--- src/rtl/hzd_pkg.sv ---
package hzd_pkg;
  typedef enum logic [1:0] {
    BYP_REGFILE = 2'b00,
    BYP_LATE    = 2'b01,
    BYP_EARLY   = 2'b10
  } byp_sel_e;
endpackage

--- src/rtl/hzd_dest_match.sv ---
// One comparison of a source register number against a producing stage.
module hzd_dest_match #(
  parameter int AW = 5
) (
  input  logic [AW-1:0] src,
  input  logic [AW-1:0] dst,
  input  logic          wen,
  output logic          hit
);
  logic dst_live;
  assign dst_live = wen && (dst != '0);
  assign hit      = dst_live && (dst == src);
endmodule

--- src/rtl/hzd_bypass_sel.sv ---
// Per-operand bypass select, with the younger producer taking priority.
module hzd_bypass_sel #(
  parameter int AW   = 5,
  parameter int NSRC = 2
) (
  input  logic [NSRC-1:0][AW-1:0] src,
  input  logic [AW-1:0]           early_rd,
  input  logic                    early_wen,
  input  logic [AW-1:0]           late_rd,
  input  logic                    late_wen,
  output hzd_pkg::byp_sel_e       sel [NSRC]
);
  import hzd_pkg::*;

  for (genvar g = 0; g < NSRC; g++) begin : g_op
    logic hit_early;
    logic hit_late;

    hzd_dest_match #(.AW(AW)) u_early (
      .src(src[g]), .dst(early_rd), .wen(early_wen), .hit(hit_early)
    );
    hzd_dest_match #(.AW(AW)) u_late (
      .src(src[g]), .dst(late_rd), .wen(late_wen), .hit(hit_late)
    );

    always_comb begin
      if (hit_early)     sel[g] = BYP_EARLY;
      else if (hit_late) sel[g] = BYP_LATE;
      else               sel[g] = BYP_REGFILE;
    end
  end
endmodule

--- src/rtl/hzd_load_use.sv ---
// Detects a decode-stage consumer of a load that is still in execute.
module hzd_load_use #(
  parameter int AW   = 5,
  parameter int NSRC = 2
) (
  input  logic [NSRC-1:0][AW-1:0] src,
  input  logic [AW-1:0]           ld_rd,
  input  logic                    ld_wen,
  input  logic                    is_load,
  output logic                    stall
);
  logic [NSRC-1:0] hits;

  for (genvar g = 0; g < NSRC; g++) begin : g_src
    hzd_dest_match #(.AW(AW)) u_cmp (
      .src(src[g]), .dst(ld_rd), .wen(ld_wen), .hit(hits[g])
    );
  end

  assign stall = is_load && (|hits);
endmodule

--- src/rtl/hazard_fwd_unit.sv ---
module hazard_fwd_unit #(
  parameter int AW = 5
) (
  input  logic [AW-1:0] dec_rs1,
  input  logic [AW-1:0] dec_rs2,
  input  logic [AW-1:0] ex_rs1,
  input  logic [AW-1:0] ex_rs2,
  input  logic [AW-1:0] ex_rd,
  input  logic          ex_wen,
  input  logic          ex_load,
  input  logic [AW-1:0] mem_rd,
  input  logic          mem_wen,
  input  logic [AW-1:0] wb_rd,
  input  logic          wb_wen,
  output logic          stall_front,
  output logic          bubble_ex,
  output logic [1:0]    sel_a,
  output logic [1:0]    sel_b
);
  import hzd_pkg::*;

  localparam int NSRC = 2;

  logic [NSRC-1:0][AW-1:0] ex_srcs;
  logic [NSRC-1:0][AW-1:0] dec_srcs;
  byp_sel_e                sels [NSRC];
  logic                    lu_stall;

  assign ex_srcs  = {ex_rs2, ex_rs1};
  assign dec_srcs = {dec_rs2, dec_rs1};

  hzd_bypass_sel #(.AW(AW), .NSRC(NSRC)) u_byp (
    .src      (ex_srcs),
    .early_rd (mem_rd),
    .early_wen(mem_wen),
    .late_rd  (wb_rd),
    .late_wen (wb_wen),
    .sel      (sels)
  );

  hzd_load_use #(.AW(AW), .NSRC(NSRC)) u_lu (
    .src    (dec_srcs),
    .ld_rd  (ex_rd),
    .ld_wen (ex_wen),
    .is_load(ex_load),
    .stall  (lu_stall)
  );

  assign sel_a       = sels[0];
  assign sel_b       = sels[1];
  assign stall_front = lu_stall;
  assign bubble_ex   = lu_stall;
endmodule

--- config.mk ---
export PLATFORM = sky130hd
export DESIGN_NAME = hazard_fwd_unit
export DESIGN_NICKNAME = d
export VERILOG_FILES = /design/src/rtl/hzd_pkg.sv /design/src/rtl/hzd_dest_match.sv /design/src/rtl/hzd_bypass_sel.sv /design/src/rtl/hzd_load_use.sv /design/src/rtl/hazard_fwd_unit.sv
export SDC_FILE = /design/constraint.sdc
export NUM_CORES = 1
export LEC_CHECK = 0
export ABC_CLOCK_PERIOD_IN_PS = 1100
export BUFFER_PORTS_ARGS = -buffer_cell sky130_fd_sc_hd__buf_2
export CORE_AREA = 8 8 45 47
export DETAILED_ROUTE_END_ITERATION = 8
export DIE_AREA = 0 0 53 55
export PLACE_DENSITY = 0.82
export SETUP_SLACK_MARGIN = 0.02
export SLEW_MARGIN = 20
export SYNTH_ARGS = -nofsm -noshare
export SYNTH_HDL_FRONTEND = slang
export SYNTH_HIERARCHICAL = 1
export SYNTH_SLANG_ARGS = --single-unit
--- constraint.sdc ---
create_clock -name vclk -period 1.1
set_input_delay 0.11 -clock vclk [all_inputs]
set_output_delay 0.11 -clock vclk [all_outputs]
set_load 0.05 [all_outputs]
==> run summary <==
The simple-gate portion of the synthesized area is 0.476. In the global route stage, overall resource usage came out at 0.153. The tightest slew margin relative to the limit is 0.826. From synthesis to final layout, the design area changed by 105%.

In the routed design, unresolved DRC markers number 0. The placed wire-length estimate is roughly 1.6 mm. The routability congestion estimate from global placement is ~0.89.

Setup repair after global routing could not meet its margin everywhere. The count of nets after finishing came out at 158. The mean cell area of the mapped netlist is 7.81 sq um. The count of endpoints failing hold in the final timing report came to 0.

The repair_antennas step left the layout with diodes totalling 0. The count of buffers from port buffering is 45. Summed over all nets, wire length on met2 after detailed routing comes to 1.14 mm. The final max-slew violation count is 0. The number of vias per cell came out at around 5.3. The wire length of the first global-routing pass is about 3.5 mm.

Setup slack on the critical path of the routed design comes to -129 ps. The share of the clock period used by the worst path came out at 1.12. The final reports fail on setup timing.

Setup violations remaining at the end of the flow were counted as 6. The flow ran to the end, but the final reports show violations. The share of synthesized area spent on multiplexers is 0.

The minimum period implied by the final worst setup slack came out at between 1000 and 1500 ps. By area the synthesized netlist is led by sky130_fd_sc_hd__xor2_1, sky130_fd_sc_hd__nor4_2, sky130_fd_sc_hd__and4_1. The mapped netlist covers 515 sq um. In the final layout, the share of cells above drive strength 1 is 0.590. The number of DRC violations after detailed-routing iteration 0 is 7. For this block, the via count after detailed routing is around 700. The layout has 0 clock buffers.

The share of the synthesized area in compound gates (AO/OA/AOI/OAI) came to 0.0728. VDD sags by at most 0.225 mV. The share of the synthesized area in the top cell type came out at 0.306.

The post-synthesis instance total came out at 66. The core region is approximately 1400 sq um. The combined flip-flop and latch cell area is 0 sq um.

Of the total synthesized cell area, the portion taken by XOR and XNOR cells is 0.408. Yosys mapped the design onto 11 distinct sky130hd cell types. The reported max-cap violation count is 0. For this design, the CTS-stage hold fixing added 0 buffers. The number of setup buffers added after CTS is 0.

STA puts the critical path data arrival time at 1120 ps. The yosys synthesis warning count came out at 6. The overall power came out at between 300 and 400 uW.

The routed length on met1 came out at 791 um. The final routed wirelength across all metal layers is 2.37 mm. The total die area is between 2000 and 3000 sq um. The path class of the tightest hold or removal check is in -> out.

The power density of the placed cells came out at 350 nW/um^2. In this run the remaining antenna-violating nets after routing total 0. For the pin with the worst max-slew slack, the measured transition is approximately 260 ps. In the finished design the tool counted flip-flops and latches totalling 0.

The total overflow reported by the global router came out at 0. The number of antenna violations at the first check in global routing came to 0. The pin count of the biggest net entering global routing came out at 5. The iteration count of the initial detailed-routing pass came out at 4.

The via count of the first global-routing pass is between 700 and 800. The worst setup path category is in -> out. For this run, the register share of the synthesized area comes to 0. Based on the critical path, the design can be clocked at up to slightly above 800 MHz. The worst setup path is captured at an output pin. The combined area of the multi-input logic cells came out at 563 sq um. The floorplan has 14 rows. The wire length per cell after detailed routing is about 18 um. The count of boundary I/O pins came out at between 40 and 50.

For the final routed database, the setup TNS stands at -485 ps. The library cell with the highest instance count after synthesis is sky130_fd_sc_hd__xor2_1. The effective utilization at floorplan came out at 0.373. The layout filler cell count came out at ~90. The uppermost metal layer occupied by signal nets is met4.

The top cell type by total area after synthesis is sky130_fd_sc_hd__xor2_1. After synthesis, the largest family of logic cells by area is simple AND/OR/NAND/NOR gates. Synthesis produced a netlist with a net count of approximately 110. The static leakage power is approximately 0.00046 uW.

The routed length on met3 came out at 387 um. The adder-cell share of the synthesized area came out at 0. The largest fanout on the critical path is 3. The worst setup path is launched from an input pin.

The data required time of the worst path came out at around 990 ps. The die is 53 um wide. The die span in y came out at roughly 55 um.
[timing repair]
| item | CTS | global route |
|---|---|---|
| pin swaps | 9 | 3 |
| endpoints found under the setup margin | 6 | 6 |
| resized for setup | 49 | 9 |
[through the flow]
step            util  cell area [sq um]  instances  hold WS (ps)  setup slack, ps
4_1_cts        0.734               1020        133           583             -112
3_3_place_gp   0.597                826        133           624             -225
3_5_place_dp   0.597                826        133           627             -265
6_report       0.762               1050        133           581             -129
5_1_grt        0.762               1050        133           595             -168
2_1_floorplan      -                531         66           379            -31.8
[cells in the final DEF, fill, tap and decap left out]
master / count
sky130_fd_sc_hd__xor2_2: 1
sky130_fd_sc_hd__nor2b_4: 2
sky130_fd_sc_hd__and4_4: 2
sky130_fd_sc_hd__buf_12: 1
sky130_fd_sc_hd__nor4_2: 2
sky130_fd_sc_hd__buf_8: 10
sky130_fd_sc_hd__buf_4: 7
sky130_fd_sc_hd__xor2_1: 17
sky130_fd_sc_hd__or2_0: 6
sky130_fd_sc_hd__xnor2_1: 6
sky130_fd_sc_hd__nor4_4: 4
sky130_fd_sc_hd__o21a_4: 1
sky130_fd_sc_hd__o21ai_1: 6
sky130_fd_sc_hd__nor3_2: 3
sky130_fd_sc_hd__nand2_1: 6
sky130_fd_sc_hd__and4_1: 4
sky130_fd_sc_hd__buf_6: 11
sky130_fd_sc_hd__buf_2: 25
sky130_fd_sc_hd__nor3_1: 3
[power breakdown]
part	internal (uW)	switching (uW)	leakage (uW)	total (uW)
Clock	0	0	0	0
Combinational	197	172	0.000458	369
Sequential	0	0	0	0
[metal layers]
layer / GRT usage / vias to the layer above
met5: 0 / -
met3: 0.0749 / 4
met1: 0.142 / 317
met4: 0.0172 / 0
met2: 0.303 / 46
li1: - / 335
[kinds of logic after synthesis]
family | after synthesis
xor gates and xnor gates | 24
buffers and inverters | 3
AOI/OAI and AO/OA | 7
and+or+nand+nor | 32
[worst paths after layout]
check,from,to,cells after the start
worst max-delay path,mem_rd[0],sel_a[0],6
worst min-delay path,ex_load,bubble_ex,3
[cell type report]
type / instances / area share
Multi-Input combinational cell: 63 / 0.534
Timing Repair Buffer: 54 / 0.447
Tap cell: 16 / 0.0190
[worst max-delay path, stage by stage]
cell,delay (ps)
sky130_fd_sc_hd__buf_8,110
sky130_fd_sc_hd__nor4_4,310
sky130_fd_sc_hd__o21ai_1,120
sky130_fd_sc_hd__and4_4,200
sky130_fd_sc_hd__nor2b_4,120
sky130_fd_sc_hd__buf_8,150
No activity file was read; power rests on OpenSTA's default activity.
